[src/rtl/ser3_pkg.sv]
package ser3_pkg;
   typedef enum logic {
      DIR_WRITE = 1'b0,
      DIR_READ  = 1'b1
   } ser3_dir_e;

   function automatic int ser3_cnt_width(input int data_w);
      return $clog2(2 * data_w + 1);
   endfunction
endpackage

[src/rtl/ser3_sync.sv]
module ser3_sync #(
   parameter int W      = 1,
   parameter int STAGES = 2
) (
   input  logic         clk,
   input  logic         rst_n,
   input  logic [W-1:0] d,
   output logic [W-1:0] q
);
   if (STAGES < 2) begin : g_bad_stages
      $error("ser3_sync: STAGES must be at least 2");
   end

   logic [STAGES-1:0][W-1:0] stg;

   always_ff @(posedge clk or negedge rst_n) begin
      if (!rst_n) stg <= '0;
      else        stg <= {stg[STAGES-2:0], d};
   end

   assign q = stg[STAGES-1];
endmodule

[src/rtl/ser3_frame.sv]
module ser3_frame #(
   parameter int DATA_W = 8,
   parameter int CNT_W  = 5
) (
   input  logic              clk,
   input  logic              rst_n,
   input  logic              frame_clr,
   input  logic              rise,
   input  logic              bit_i,
   output logic [CNT_W-1:0]  cnt,
   output logic              is_read,
   output logic              rd_load,
   output logic [DATA_W-2:0] rd_addr,
   output logic              wr_stb,
   output logic [DATA_W-2:0] wr_addr,
   output logic [DATA_W-1:0] wr_data
);
   import ser3_pkg::*;

   localparam logic [CNT_W-1:0] LAST_ADDR = CNT_W'(DATA_W - 1);
   localparam logic [CNT_W-1:0] LAST_DATA = CNT_W'(2 * DATA_W - 1);
   localparam logic [CNT_W-1:0] DONE      = CNT_W'(2 * DATA_W);

   logic [DATA_W-2:0] sh;
   logic [DATA_W-2:0] addr_q;
   logic              take;

   assign take = rise && !frame_clr && (cnt != DONE);

   always_ff @(posedge clk or negedge rst_n) begin
      if (!rst_n) begin
         cnt     <= '0;
         sh      <= '0;
         addr_q  <= '0;
         is_read <= 1'b0;
      end else if (frame_clr) begin
         cnt     <= '0;
         is_read <= 1'b0;
      end else if (take) begin
         cnt <= cnt + 1'b1;
         sh  <= {sh[DATA_W-3:0], bit_i};
         if (cnt == LAST_ADDR) begin
            addr_q  <= {sh[DATA_W-3:0], bit_i};
            is_read <= (ser3_dir_e'(sh[DATA_W-2]) == DIR_READ);
         end
      end
   end

   always_comb begin
      rd_load = take && (cnt == LAST_ADDR) && (ser3_dir_e'(sh[DATA_W-2]) == DIR_READ);
      rd_addr = {sh[DATA_W-3:0], bit_i};
      wr_stb  = take && (cnt == LAST_DATA) && !is_read;
      wr_addr = addr_q;
      wr_data = {sh, bit_i};
   end
endmodule

[src/rtl/ser3_regfile.sv]
module ser3_regfile #(
   parameter int          DATA_W   = 8,
   parameter int          NUM_REGS = 8,
   parameter int          AW       = 7,
   parameter logic [7:0]  RST_VAL  = 8'h00
) (
   input  logic                         clk,
   input  logic                         rst_n,
   input  logic                         wr_stb,
   input  logic [AW-1:0]                wr_addr,
   input  logic [DATA_W-1:0]            wr_data,
   input  logic [AW-1:0]                rd_addr,
   input  logic [NUM_REGS*DATA_W-1:0]   rd_bank,
   output logic [DATA_W-1:0]            rd_data,
   output logic [NUM_REGS*DATA_W-1:0]   wr_bank
);
   logic [NUM_REGS-1:0][DATA_W-1:0] regs;
   logic [NUM_REGS-1:0][DATA_W-1:0] rbank;

   assign rbank   = rd_bank;
   assign wr_bank = regs;

   for (genvar i = 0; i < NUM_REGS; i++) begin : g_reg
      always_ff @(posedge clk or negedge rst_n) begin
         if (!rst_n)                                 regs[i] <= DATA_W'(RST_VAL);
         else if (wr_stb && (wr_addr == AW'(i)))     regs[i] <= wr_data;
      end
   end

   always_comb begin
      rd_data = '0;
      for (int i = 0; i < NUM_REGS; i++) begin
         if (rd_addr == AW'(i)) rd_data = rbank[i];
      end
   end
endmodule

[src/rtl/ser3_tx.sv]
module ser3_tx #(
   parameter int DATA_W = 8,
   parameter int CNT_W  = 5
) (
   input  logic              clk,
   input  logic              rst_n,
   input  logic              frame_clr,
   input  logic              fall,
   input  logic              is_read,
   input  logic [CNT_W-1:0]  cnt,
   input  logic              rd_load,
   input  logic [DATA_W-1:0] rd_data,
   output logic              tx_bit,
   output logic              oe_q
);
   localparam logic [CNT_W-1:0] FIRST = CNT_W'(DATA_W);
   localparam logic [CNT_W-1:0] DONE  = CNT_W'(2 * DATA_W);

   logic [DATA_W-1:0] tx;

   always_ff @(posedge clk or negedge rst_n) begin
      if (!rst_n) begin
         tx   <= '0;
         oe_q <= 1'b0;
      end else if (frame_clr) begin
         oe_q <= 1'b0;
      end else begin
         if (rd_load) tx <= rd_data;
         if (fall && is_read) begin
            if (cnt == DONE)                 oe_q <= 1'b0;
            else if (cnt == FIRST && !oe_q)  oe_q <= 1'b1;
            else if (oe_q)                   tx   <= {tx[DATA_W-2:0], 1'b0};
         end
      end
   end

   assign tx_bit = tx[DATA_W-1];
endmodule

[src/rtl/ser3_reg_slave.sv]
module ser3_reg_slave #(
   parameter int         DATA_W      = 8,
   parameter int         NUM_REGS    = 8,
   parameter int         SYNC_STAGES = 2,
   parameter logic [7:0] RST_VAL     = 8'h00
) (
   input  logic                       clk,
   input  logic                       rst_n,
   input  logic                       sclk_i,
   input  logic                       sdat_i,
   input  logic                       sframe_i,
   output logic                       sdat_o,
   output logic                       sdat_oe,
   output logic [NUM_REGS*DATA_W-1:0] wr_regs_o,
   input  logic [NUM_REGS*DATA_W-1:0] rd_regs_i
);
   localparam int AW    = DATA_W - 1;
   localparam int CNT_W = ser3_pkg::ser3_cnt_width(DATA_W);

   if (DATA_W < 4) begin : g_bad_width
      $error("ser3_reg_slave: DATA_W must be at least 4");
   end
   if (NUM_REGS < 1 || NUM_REGS > (1 << AW)) begin : g_bad_regs
      $error("ser3_reg_slave: NUM_REGS out of address range");
   end

   logic [2:0]        sync_q;
   logic              sclk_s, sdat_s, frame_clr, sclk_d;
   logic              rise, fall;
   logic [CNT_W-1:0]  cnt;
   logic              is_read, rd_load, wr_stb, oe_q, tx_bit;
   logic [AW-1:0]     rd_addr, wr_addr;
   logic [DATA_W-1:0] wr_data, rd_data;

   ser3_sync #(.W(3), .STAGES(SYNC_STAGES)) u_sync (
      .clk(clk), .rst_n(rst_n),
      .d({sframe_i, sdat_i, sclk_i}), .q(sync_q)
   );

   assign {frame_clr, sdat_s, sclk_s} = sync_q;

   always_ff @(posedge clk or negedge rst_n) begin
      if (!rst_n) sclk_d <= 1'b0;
      else        sclk_d <= sclk_s;
   end

   assign rise = sclk_s && !sclk_d;
   assign fall = !sclk_s && sclk_d;

   ser3_frame #(.DATA_W(DATA_W), .CNT_W(CNT_W)) u_frame (
      .clk(clk), .rst_n(rst_n), .frame_clr(frame_clr), .rise(rise), .bit_i(sdat_s),
      .cnt(cnt), .is_read(is_read), .rd_load(rd_load), .rd_addr(rd_addr),
      .wr_stb(wr_stb), .wr_addr(wr_addr), .wr_data(wr_data)
   );

   ser3_regfile #(.DATA_W(DATA_W), .NUM_REGS(NUM_REGS), .AW(AW), .RST_VAL(RST_VAL)) u_regs (
      .clk(clk), .rst_n(rst_n), .wr_stb(wr_stb), .wr_addr(wr_addr), .wr_data(wr_data),
      .rd_addr(rd_addr), .rd_bank(rd_regs_i), .rd_data(rd_data), .wr_bank(wr_regs_o)
   );

   ser3_tx #(.DATA_W(DATA_W), .CNT_W(CNT_W)) u_tx (
      .clk(clk), .rst_n(rst_n), .frame_clr(frame_clr), .fall(fall), .is_read(is_read),
      .cnt(cnt), .rd_load(rd_load), .rd_data(rd_data), .tx_bit(tx_bit), .oe_q(oe_q)
   );

   assign sdat_o  = tx_bit;
   assign sdat_oe = oe_q && !sframe_i;
endmodule

[config.mk]
export PLATFORM = sky130hd
export DESIGN_NAME = ser3_reg_slave
export DESIGN_NICKNAME = d
export VERILOG_FILES = /design/src/rtl/ser3_pkg.sv /design/src/rtl/ser3_sync.sv /design/src/rtl/ser3_frame.sv /design/src/rtl/ser3_regfile.sv /design/src/rtl/ser3_tx.sv /design/src/rtl/ser3_reg_slave.sv
export SDC_FILE = /design/constraint.sdc
export NUM_CORES = 1
export LEC_CHECK = 0
export BUFFER_PORTS_ARGS = -buffer_cell sky130_fd_sc_hd__buf_4
export CAP_MARGIN = 20
export CORE_ASPECT_RATIO = 2
export CORE_UTILIZATION = 30
export DETAILED_ROUTE_END_ITERATION = 10
export GPL_TIMING_DRIVEN = 0
export PLACE_DENSITY = 0.6
export SYNTH_ARGS = -nofsm -noshare
export SYNTH_HDL_FRONTEND = slang
export SYNTH_SLANG_ARGS = --single-unit
[constraint.sdc]
create_clock -name clk -period 3 [get_ports clk]
set_clock_uncertainty 0.15 [all_clocks]
set_input_delay 0.15 -clock clk [delete_from_list [all_inputs] [get_ports clk]]
set_output_delay 0.15 -clock clk [all_outputs]
set_load 0.1 [all_outputs]
==> insert_results.sql, run 1 <==
INSERT INTO impl_metrics (metric_group, metric, value, unit) VALUES
('power', 'power.combinational.fraction', '0.197', ''),
('power', 'share_clk_of_total_power', '0.354', ''),
('power', 'vdd_ir_drop_max', '0.2806', 'mV'),
('placed_design', 'preCtsSetupSlack', '0.2046', 'ns'),
('timing', 'post-route-period-util', '0.9338', ''),
('clock_network', 'worstSkewPairLatency', '0.34', 'ns'),
('routing', 'routed_wire_length_per_instance', '17.82', 'µm'),
('critical_path', 'critical_path_fanout_max', '8', ''),
('clock_network', 'clk_transition_reported_paths', '0.07', 'ns'),
('critical_path', 'critical_path.max_stage_delay', '0.43', 'ns'),
('clock_network', 'cts_num_sinks', '100', ''),
('logic_synthesis', 'seq_area_frac_synth', '0.5389', ''),
('die', 'pin_count', '135', ''),
('logic_synthesis', 'yosys-top-cells-area', 'dfrtp_1 (54%), mux2_2 (18%), nor2_1 (1.9%), mux2i_1 (1.7%), nand2_1 (1.6%)', ''),
('power', 'leak_pwr', '3.116', 'nW'),
('clock_network', 'cts_tree', 'yes', ''),
('clock_network', 'cts.root.buffer_cell', 'clkbuf_16', ''),
('logic_synthesis', 'yosysMostFrequentCell', 'dfrtp_1', ''),
('routing', 'totalWireLength', '13200', 'µm'),
('placed_design', 'globalplace.congestion', '0.8918', ''),
('layout', 'final_layout_net_count', '610', ''),
('timing', 'timing.final.max_slew_violations', '0', ''),
('logic_synthesis', 'synth-edff-count', '0', ''),
('logic_synthesis', 'number_of_nets_in_the_synthesized_netlist', '458', ''),
('logic_synthesis', 'postSynthCellCount', '386', ''),
('critical_path', 'critical_path.endpoint_type', 'flop', ''),
('routing', 'avgViaCountPerCell', '4.883', ''),
('critical_path', 'cell_chain_critical_path', 'ha_1 > and3_1 > ha_1 > nor4b_1 > nand4_1 > nand2b_1 > buf_2 > nor3b_4 > mux2_2', ''),
('logic_synthesis', 'fraction_of_synthesized_cell_area_taken_by_the_top_area_cell_type', '0.5389', ''),
('outcome', 'outcome', 'complete, no violations', ''),
('logic_synthesis', 'yosysWarnings', '0', ''),
('power', 'intPower', '0.002195', 'W'),
('critical_path', 'sort_of_element_at_the_start_of_the_critical_path', 'flop', ''),
('timing', 'worst-slew-pin-transition', '0.7300', 'ns'),
('die', 'chipWidth', '89.97', 'µm'),
('timing', 'slew_headroom', '0.5093', ''),
('global_routing', 'grt_overflow_total', '0', ''),
('power', 'fraction_of_power_spent_switching_nets', '0.3045', ''),
('logic_synthesis', 'synth.cells.most_frequent', 'dfrtp_1 (100), mux2_2 (74), nor2_1 (24)', ''),
('logic_synthesis', 'synth-seq-cells', '100', ''),
('routing', 'drtAntennaViolNets', '0', ''),
('placed_design', 'place_hpwl', '9901', 'µm'),
('routing', 'routed-via-count', '3618', ''),
('timing', 'fmax', '357.0', 'MHz'),
('timing', 'finalWorstPathRequiredPeriod', '2.801', 'ns'),
('logic_synthesis', 'synthesis.area', '4643', 'µm²'),
('placed_design', 'place.port_buffers', '134', ''),
('global_routing', 'overall_global_routing_usage', '0.1693', ''),
('clock_network', 'cts_buffers', '9', ''),
('logic_synthesis', 'synth.largest_area_cell', 'dfrtp_1', ''),
('routing', 'first_iter_violations', '136', ''),
('logic_synthesis', 'synth_async_sr_flop_share', '1.000', ''),
('logic_synthesis', 'yosys_most_used_dff', 'dfrtp_1', ''),
('logic_synthesis', 'post_synth.cell_area_avg', '12.03', 'µm²'),
('logic_synthesis', 'synth_cell_types', '46', ''),
('hold_path', 'min_path_type', 'input port to flop', ''),
('clock_network', 'cts_repair_resize_count', '0', ''),
('timing', 'setup_total_negative_slack', '0', 'ns'),
('die', 'row_count', '64', ''),
('power', 'sequentialPowerShare', '0.448', ''),
('clock_network', 'cts_max_level', '3', ''),
('layout', 'diodes', '0', ''),
('run', 'max_cap_violations', '0', ''),
('global_routing', 'grt_first_pass_wirelength', '20740', 'µm'),
('timing', 'rsz0062_at_grt', 'false', ''),
('timing', 'final_number_of_hold_violating_endpoints', '0', ''),
('critical_path', 'crit_arrival', '2.88', 'ns'),
('layout', 'area.growth.synth_to_final', '35.06', '%'),
('die', 'die_h', '177.9', 'µm'),
('power', 'power_density', '503.3', 'nW/µm²'),
('clock_network', 'maximum_clock_path_buffer_count', '2', '');
-- worst max-delay path: cells and delay by family, from the launching register on --
kind	cells	cell delay [ns]
AND/OR/NAND/NOR	5	1.21
flip-flops	1	0.41
multiplexers	1	0.39
adder cells (fa/ha/maj)	2	0.36
buffers and inverters	1	0.18
-- sequential cells by signal, summed over array words and instances, names as in the netlist --
signal / cells
u_frame.cnt: 5
u_frame.is_read: 1
sclk_d: 1
u_tx.oe_q: 1
u_sync.stg: 3
u_regs.wr_bank: 64
u_frame.wr_addr: 7
u_tx.tx: 8
u_frame.sh: 7
u_sync.q: 3
-- cells in the final DEF (no fill, tap or decap), types with 4 or more instances in the layout --
cell type / instances
buf_4: 135
nand2b_1: 8
nand2_1: 20
a21oi_1: 9
o32ai_1: 5
clkbuf_16: 9
buf_2: 4
dfrtp_1: 100
nor2_1: 24
dlygate4sd3_1: 6
clkbuf_1: 20
a221o_1: 7
inv_1: 15
nand3_1: 5
nor4_1: 6
mux2i_1: 8
a22oi_1: 5
nand3b_1: 5
and2_1: 6
nor3_1: 6
o21a_1: 5
o21ai_0: 15
mux2_2: 74
-- timing repair --
| item | in CTS | in global routing |
|---|---|---|
| hold endpoints to repair | 53 | 0 |
| hold buffers | 6 | 0 |
| buffers inserted | 0 | 0 |
-- power by group through the flow --
stage	Sequential [W]	Clock [W]	Combinational (W)
final	0.00141	0.00112	0.000623
after global routing	0.00142	0.00120	0.000684
after CTS	0.00141	0.00116	0.000634
after detailed placement	0.00144	0	0.000624
after global placement	0.00144	0	0.000607
after floorplan	0.00143	0	0.000332
-- through the flow --
stage / hold slack, ns / utilization / cells / area (µm²)
6_report: 0.009923 / 0.4122 / 741 / 6271
3_3_place_gp: 0.1161 / 0.3876 / 718 / 5897
2_1_floorplan: -0.2956 / - / 386 / 4643
3_5_place_dp: 0.07732 / 0.3894 / 719 / 5924
5_1_grt: 0.01771 / 0.4122 / 741 / 6271
4_1_cts: 0.006330 / 0.4122 / 741 / 6271
-- layout make-up --
type	instances	area [µm²]
inverters	15	56.30
well taps	198	247.7
flip-flops and latches	100	2502
repair buffers	141	1094
multi-input cells	244	1974
clock inverters	5	43.79
clock buffers	11	242.7
plain buffers	27	110.1
fillers	1509	8944
-- cell families (layout without fill, tap and decap cells) --
family / count (synthesis) / in the layout / synth area share
adder cells (fa/ha/maj): 3 / 3 / 0.008085
XOR/XNOR: 3 / 3 / 0.005660
buffers and inverters: 42 / 199 / 0.03584
AO/OA/AOI/OAI: 55 / 55 / 0.08192
AND/OR/NAND/NOR: 99 / 99 / 0.1232
flip-flops: 100 / 100 / 0.5389
multiplexers: 84 / 84 / 0.2064
-- routing by layer --
layer	wire, µm	GRT usage	vias to the layer above
met4	384	0.08065	0
met3	613	0.02913	19
li1	-	-	1688
met2	7393	0.3237	127
met1	4811	0.1774	1784
met5	0	0	-
-- worst paths after layout --
path                                     start  slack (ns)                  to  depth (start not counted)
max in group asynchronous                rst_n        1.78  u_regs.wr_bank[15]                          3
worst min-delay path             rd_regs_i[57]        0.01          u_tx.tx[1]                          3
worst max register to register  u_frame.cnt[0]        0.20  u_regs.wr_bank[14]                          9
min in group asynchronous                rst_n        0.22  u_regs.wr_bank[62]                          2
worst min register to register   u_sync.stg[2]        0.20         u_sync.q[2]                          0
worst max-delay path            u_frame.cnt[0]        0.20  u_regs.wr_bank[14]                          9
(Power assumes the default switching activity.)
==> run 2, diff against run 1 <==
- ABC_AREA: unset -> 1
==> insert_results.sql, run 2 <==
INSERT INTO impl_metrics (metric_group, metric, value, unit) VALUES
('logic_synthesis', 'yosysMostFrequentCell', 'nand2_1', ''),
('critical_path', 'path_delay_family', 'buffers and inverters', ''),
('hold_path', 'min_path_type', 'input port to flop', ''),
('power', 'intPower', '0.002193', 'W'),
('critical_path', 'cell_chain_critical_path', 'inv_1 > ha_1 > nand4_1 > nand2_1 > nor2_2 > nand3_1 > buf_2 > a21oi_1 > nand3b_1 > dlygate4sd3_1 > nand2_1 > nand2_1', ''),
('timing', 'final_number_of_hold_violating_endpoints', '0', ''),
('layout', 'post_route_cells_drive_above_1_share', '0.2865', ''),
('clock_network', 'post-cts-setup-buffers', '0', ''),
('logic_synthesis', 'synth_cell_types', '25', ''),
('critical_path', 'cp_num_buf_inv', '3', ''),
('logic_synthesis', 'synth_async_sr_flop_share', '1.000', ''),
('timing', 'timing.final.max_slew_violations', '0', ''),
('logic_synthesis', 'synth_top_family_by_area', 'simple AND/OR/NAND/NOR gates', ''),
('logic_synthesis', 'yosys-mux-area-fraction', '0', ''),
('logic_synthesis', 'synth-edff-count', '0', ''),
('logic_synthesis', 'postSynthCellCount', '555', ''),
('placed_design', 'place_hpwl', '10450', 'µm'),
('power', 'vdd_ir_drop_max', '0.2828', 'mV'),
('logic_synthesis', 'yosys_most_used_dff', 'dfrtp_1', ''),
('logic_synthesis', 'fraction_of_synthesized_cell_area_taken_by_the_top_area_cell_type', '0.5379', ''),
('layout', 'diodes', '0', ''),
('die', 'chipWidth', '90.05', 'µm'),
('logic_synthesis', 'yosysWarnings', '0', ''),
('logic_synthesis', 'synth_compound_gate_area_share', '0.1315', ''),
('die', 'die_area', '16040', 'µm²'),
('layout', 'commonest_non_fill_non_tap_cell_in_the_layout', 'nand2_1', ''),
('routing', 'drtAntennaViolNets', '0', ''),
('logic_synthesis', 'yosys-top-cells-area', 'dfrtp_1 (54%), nand2_1 (15%), o21ai_2 (4.5%), o21ai_0 (3.8%), inv_1 (3.2%)', ''),
('clock_network', 'clk_transition_reported_paths', '0.06', 'ns'),
('timing', 'timing.final.ws_setup', '0.2472', 'ns'),
('die', 'placeableCoreArea', '15210', 'µm²'),
('routing', 'first_pass_iters', '5', ''),
('clock_network', 'worstSkewPairLatency', '0.33', 'ns'),
('logic_synthesis', 'post_synth_and_or_nand_nor_area_fraction', '0.2617', ''),
('critical_path', 'cp_common_cell', 'nand2_1', ''),
('clock_network', 'cts.root.buffer_cell', 'clkbuf_16', ''),
('routing', 'first_iter_violations', '215', ''),
('timing', 'rsz0062_at_grt', 'false', ''),
('global_routing', 'overall_global_routing_usage', '0.1750', ''),
('timing', 'post-route-period-util', '0.9176', ''),
('placed_design', 'place.port_buffers', '134', ''),
('power', 'leak_pwr', '3.101', 'nW'),
('routing', 'avgViaCountPerCell', '4.577', ''),
('routing', 'routed-via-count', '4165', ''),
('die', 'initial_utilization', '0.3058', ''),
('routing', 'drt_drc_violations_left', '0', ''),
('clock_network', 'cts_buffers', '9', ''),
('routing', 'totalWireLength', '13780', 'µm'),
('power', 'power.combinational.fraction', '0.191', ''),
('logic_synthesis', 'synth-seq-cells', '100', ''),
('power', 'fraction_of_power_spent_switching_nets', '0.3003', ''),
('global_routing', 'maximum_number_of_pins_on_one_net_before_global_route_repair', '53', ''),
('global_routing', 'number_of_global_route_vias_before_repair', '4148', ''),
('critical_path', 'criticalPathCategory', 'flop to flop', ''),
('logic_synthesis', 'synth.largest_area_cell', 'dfrtp_1', ''),
('outcome', 'outcome', 'complete, no violations', ''),
('timing', 'hold_slack', '0.06769', 'ns'),
('global_routing', 'grt_overflow_total', '0', ''),
('timing', 'worst-slew-pin-transition', '0.7848', 'ns'),
('run', 'max_cap_violations', '0', ''),
('layout', 'area.growth.synth_to_final', '34.70', '%'),
('power', 'sequentialPowerShare', '0.467', ''),
('placed_design', 'globalplace.congestion', '0.8482', ''),
('logic_synthesis', 'seq_area_frac_synth', '0.5379', ''),
('critical_path', 'crit_arrival', '2.82', 'ns'),
('routing', 'routed_wire_length_per_instance', '15.15', 'µm'),
('critical_path', 'critical_path.endpoint_type', 'flop', ''),
('layout', 'sequential_cell_area', '2502', 'µm²'),
('critical_path', 'worstPathRequired', '3.07', 'ns'),
('global_routing', 'antenna_found_initial', '0', ''),
('timing', 'setup_total_negative_slack', '0', 'ns'),
('logic_synthesis', 'post_synth.cell_area_avg', '8.382', 'µm²'),
('die', 'pin_count', '135', ''),
('die', 'row_count', '64', ''),
('layout', 'fillerInstances', '1594', ''),
('timing', 'finalSetupViolations', '0', ''),
('logic_synthesis', 'synthesis.area', '4652', 'µm²'),
('power', 'power_density', '500.2', 'nW/µm²'),
('die', 'die_h', '178.1', 'µm'),
('clock_network', 'cts_max_level', '3', ''),
('layout', 'flip_flop_count_of_the_largest_register_all_copies_and_words_added', '64', ''),
('logic_synthesis', 'number_of_nets_in_the_synthesized_netlist', '627', ''),
('layout', 'final_layout_net_count', '779', ''),
('clock_network', 'cts_num_sinks', '100', ''),
('critical_path', 'critical_path.max_stage_delay', '0.55', 'ns'),
('timing', 'fmax', '363.3', 'MHz'),
('critical_path', 'critical_path_fanout_max', '10', ''),
('clock_network', 'cts_tree', 'yes', ''),
('placed_design', 'preCtsSetupSlack', '0.7158', 'ns'),
('logic_synthesis', 'synth-adder-area-share', '0.008069', ''),
('critical_path', 'sort_of_element_at_the_start_of_the_critical_path', 'flop', ''),
('power', 'share_clk_of_total_power', '0.343', ''),
('clock_network', 'maximum_clock_path_buffer_count', '2', ''),
('layout', 'layout_common_cells', 'nand2_1 (181), buf_4 (134), dfrtp_1 (100)', ''),
('global_routing', 'grt_first_pass_wirelength', '21580', 'µm'),
('logic_synthesis', 'synth.cells.most_frequent', 'nand2_1 (181), dfrtp_1 (100), inv_1 (40)', ''),
('layout', 'multiInputGateArea', '1867', 'µm²'),
('timing', 'slew_headroom', '0.4768', ''),
('logic_synthesis', 'post_synth_xor_area_fraction', '0', ''),
('timing', 'finalWorstPathRequiredPeriod', '2.753', 'ns'),
('power', 'netSwitchingPower', '0.0009413', 'W'),
('critical_path', 'critical-path-slowest-cell', 'dlygate4sd3_1', '');
-- run 2: worst reg2reg max path: stages, from the launching register on --
cell and delay [ns]:
dfrtp_1 0.41, inv_1 0.06, ha_1 0.21, nand4_1 0.12, nand2_1 0.09, nor2_2 0.15, nand3_1 0.28, buf_2 0.29
a21oi_1 0.13, nand3b_1 0.08, dlygate4sd3_1 0.55, nand2_1 0.06, nand2_1 0.05
-- run 2: metrics by stage --
step	util	instances	instance area (µm²)	power, W
after floorplan	-	555	4652	0.001824
after global placement	0.3882	887	5906	0.002082
after detailed placement	0.3900	888	5933	0.002093
after CTS	0.4118	910	6266	0.003176
after global routing	0.4118	910	6266	0.003298
final	0.4118	910	6266	0.003134
-- run 2: power groups by stage --
stage	sequential [W]	combinational, W	clock (W)
2_1_floorplan	0.00149	0.000335	0
3_5_place_dp	0.00149	0.000607	0
3_3_place_gp	0.00149	0.000596	0
6_report	0.00146	0.000598	0.00107
4_1_cts	0.00146	0.000614	0.00110
5_1_grt	0.00147	0.000680	0.00115
-- run 2: cells by family after synthesis --
family                     count (synthesis)
and+or+nand+nor                          284
buffers and inverters                     64
AOI/OAI and AO/OA                        104
DFF                                      100
adders and majority gates                  3
-- run 2: metal layers --
metal | track usage | vias to the layer above | routed length (µm) | part of all wire
met5 | 0 | - | 0 | 0
met4 | 0.07661 | 0 | 387 | 0.028
met3 | 0.02344 | 17 | 470 | 0.034
met2 | 0.3499 | 117 | 7814 | 0.57
met1 | 0.1768 | 1924 | 5111 | 0.37
li1 | - | 2107 | - | -
-- run 2: repair_timing --
| action | 4_1_cts | 5_1_grt |
|---|---|---|
| resized for setup | 0 | 0 |
| setup endpoints to repair | 0 | 0 |
| hold endpoints to repair | 52 | 0 |
| hold buffers | 6 | 0 |
-- run 2: area by class of cell --
cell class,count,share of cell area
Sequential cell,100,0.3994
Multi-Input combinational cell,391,0.2979
Timing Repair Buffer,141,0.1745
Clock inverter,3,0.003594
Tap cell,198,0.03954
Clock buffer,13,0.03994
Buffer,22,0.01997
Inverter,42,0.02516
-- run 2: worst paths after layout --
check                                from            endpoint  slack, ns  cells after the start
hold reg to reg             u_sync.stg[1]         u_sync.q[1]       0.20                      0
max in group asynchronous           rst_n   u_regs.wr_bank[2]       1.79                      3
setup / recovery           u_frame.cnt[0]          u_tx.tx[0]       0.25                     12
hold / removal              rd_regs_i[60]          u_tx.tx[4]       0.07                      7
setup reg to reg           u_frame.cnt[0]          u_tx.tx[0]       0.25                     12
min in group asynchronous           rst_n  u_regs.wr_bank[55]       0.23                      2
==> run 3, diff against run 2 <==
- RECOVER_POWER: unset -> 100
==> insert_results.sql, run 3 (synthesis gave the netlist of run 2 again) <==
INSERT INTO impl_metrics (metric_group, metric, value, unit) VALUES
('critical_path', 'ff2ff_setup_slack', '0.29', 'ns'),
('clock_network', 'cts_buffers', '9', ''),
('routing', 'routed_wire_length_per_instance', '15.14', 'µm'),
('clock_network', 'worstSkewPairLatency', '0.33', 'ns'),
('layout', 'area.growth.synth_to_final', '26.63', '%'),
('clock_network', 'cts_tree', 'yes', ''),
('layout', 'multiInputGateArea', '1772', 'µm²'),
('placed_design', 'place_hpwl', '10450', 'µm'),
('layout', 'post_route_cells_drive_above_1_share', '0.1503', ''),
('clock_network', 'cts_num_sinks', '100', ''),
('clock_network', 'clk_transition_reported_paths', '0.06', 'ns'),
('die', 'chipWidth', '90.05', 'µm'),
('critical_path', 'sort_of_element_at_the_start_of_the_critical_path', 'flop', ''),
('die', 'row_count', '64', ''),
('die', 'die_h', '178.1', 'µm'),
('routing', 'met3RoutedLength', '446', 'µm'),
('timing', 'hold_slack', '0.06732', 'ns'),
('placed_design', 'preCtsSetupSlack', '0.7158', 'ns'),
('critical_path', 'worstPathRequired', '3.07', 'ns'),
('clock_network', 'cts_repair_resize_count', '0', ''),
('layout', 'final_layout_net_count', '779', ''),
('timing', 'final_number_of_hold_violating_endpoints', '0', ''),
('power', 'power_density', '528.7', 'nW/µm²'),
('global_routing', 'number_of_global_route_vias_before_repair', '4148', ''),
('timing', 'setup_total_negative_slack', '0', 'ns'),
('die', 'die_area', '16040', 'µm²'),
('global_routing', 'grt_first_pass_wirelength', '21580', 'µm'),
('timing', 'slew_headroom', '0.1600', ''),
('routing', 'met2RoutedLength', '7781', 'µm'),
('placed_design', 'dpl-instance-area', '5933', 'µm²'),
('clock_network', 'maximum_clock_path_buffer_count', '2', ''),
('routing', 'drt_drc_violations_left', '0', ''),
('timing', 'timing.final.ws_setup', '0.2945', 'ns'),
('timing', 'finalSetupViolations', '0', ''),
('routing', 'avgViaCountPerCell', '4.565', ''),
('critical_path', 'critical_path.endpoint_type', 'flop', ''),
('global_routing', 'maximum_number_of_pins_on_one_net_before_global_route_repair', '53', ''),
('routing', 'totalWireLength', '13780', 'µm'),
('routing', 'routed-via-count', '4154', ''),
('layout', 'final_design_area_no_fill', '5891', 'µm²'),
('outcome', 'outcome', 'complete, no violations', ''),
('critical_path', 'criticalPathCategory', 'flop to flop', ''),
('critical_path', 'worst_setup_path_startpoint', 'u_frame.cnt[0]', ''),
('routing', 'first_pass_iters', '6', ''),
('timing', 'timing.final.max_slew_violations', '0', ''),
('die', 'initial_utilization', '0.3058', ''),
('critical_path', 'reg2reg_from', 'u_frame.cnt[0]', ''),
('layout', 'fin_util', '0.3872', ''),
('timing', 'fmax', '369.6', 'MHz'),
('routing', 'routedLengthMet1', '5201', 'µm'),
('hold_path', 'min_path_type', 'input port to flop', ''),
('placed_design', 'globalplace.congestion', '0.8482', ''),
('routing', 'top_layer', 'met4', ''),
('die', 'pin_count', '135', ''),
('layout', 'fillerInstances', '1678', ''),
('timing', 'post-route-period-util', '0.9018', ''),
('timing', 'finalWorstPathRequiredPeriod', '2.706', 'ns'),
('routing', 'first_iter_violations', '191', ''),
('timing', 'rsz0062_at_grt', 'false', ''),
('global_routing', 'overall_global_routing_usage', '0.1750', ''),
('global_routing', 'grt_overflow_total', '0', ''),
('power', 'vdd_ir_drop_max', '0.2837', 'mV'),
('layout', 'flip_flop_count_of_the_largest_register_all_copies_and_words_added', '64', ''),
('critical_path', 'critical_path_fanout_max', '10', ''),
('timing', 'worst-slew-pin-transition', '1.260', 'ns'),
('layout', 'diodes', '0', ''),
('hold_path', 'hp-start', 'rd_regs_i[60]', ''),
('layout', 'layout_common_cells', 'nand2_1 (181), dfrtp_1 (100), clkbuf_1 (86)', ''),
('layout', 'commonest_non_fill_non_tap_cell_in_the_layout', 'nand2_1', ''),
('layout', 'sequential_cell_area', '2502', 'µm²'),
('routing', 'drtAntennaViolNets', '0', ''),
('critical_path', 'crit_arrival', '2.78', 'ns'),
('global_routing', 'antenna_found_initial', '0', ''),
('clock_network', 'cts_max_level', '3', ''),
('placed_design', 'place.port_buffers', '134', ''),
('clock_network', 'cts.root.buffer_cell', 'clkbuf_16', ''),
('power', 'leak_pwr', '2.773', 'nW'),
('die', 'placeableCoreArea', '15210', 'µm²'),
('run', 'max_cap_violations', '0', '');
==> run 3: per-layer routing <==
metal,GRT usage,up-vias
li1,-,2109
met1,0.1768,1919
met2,0.3499,110
met3,0.02344,16
met4,0.07661,0
met5,0,-
==> run 3: path summary, 6_finish.rpt <==
kind                                      end  cells after the start
max in group asynchronous   u_regs.wr_bank[1]                      3
min                                u_tx.tx[4]                      7
min reg2reg                       u_sync.q[1]                      0
max reg2reg                        u_tx.tx[0]                     12
max                                u_tx.tx[0]                     12
min in group asynchronous  u_regs.wr_bank[55]                      2
==> run 3: worst max-delay path, stage by stage, from the launching register on <==
cell	delay, ns
dfrtp_1	0.42
inv_1	0.06
ha_1	0.21
nand4_1	0.12
nand2_1	0.09
nor2_2	0.14
nand3_1	0.26
buf_2	0.28
a21oi_1	0.13
nand3b_1	0.08
dlygate4sd3_1	0.55
nand2_1	0.06
nand2_1	0.05
==> run 3: area by class of cell <==
| class | count | share of cell area |
|---|---|---|
| Buffer | 22 | 0.01614 |
| Clock buffer | 13 | 0.04248 |
| Clock inverter | 3 | 0.003823 |
| Inverter | 42 | 0.02676 |
| Multi-Input combinational cell | 391 | 0.3008 |
| Sequential cell | 100 | 0.4248 |
| Tap cell | 198 | 0.04206 |
| Timing Repair Buffer | 141 | 0.1432 |
==> run 3: timing repair <==
item,CTS,global route
endpoints found under the hold margin,52,0
hold buffers,6,0
buffers inserted,0,0
==> run 3: per-stage QoR <==
step                std cells  total power, W
floorplan                 555        0.001824
global placement          887        0.002082
detailed placement        888        0.002093
CTS                       910        0.003176
global route              910        0.003280
finish                    910        0.003114
==> run 3: power breakdown <==
| part | switching (W) | total (W) | internal [W] |
|---|---|---|---|
| logic | 0.000389 | 0.000580 | 0.000191 |
| registers | 0.0000493 | 0.00146 | 0.00141 |
| clock network | 0.000486 | 0.00107 | 0.000587 |
| total | 0.000924 | 0.00311 | 0.00219 |
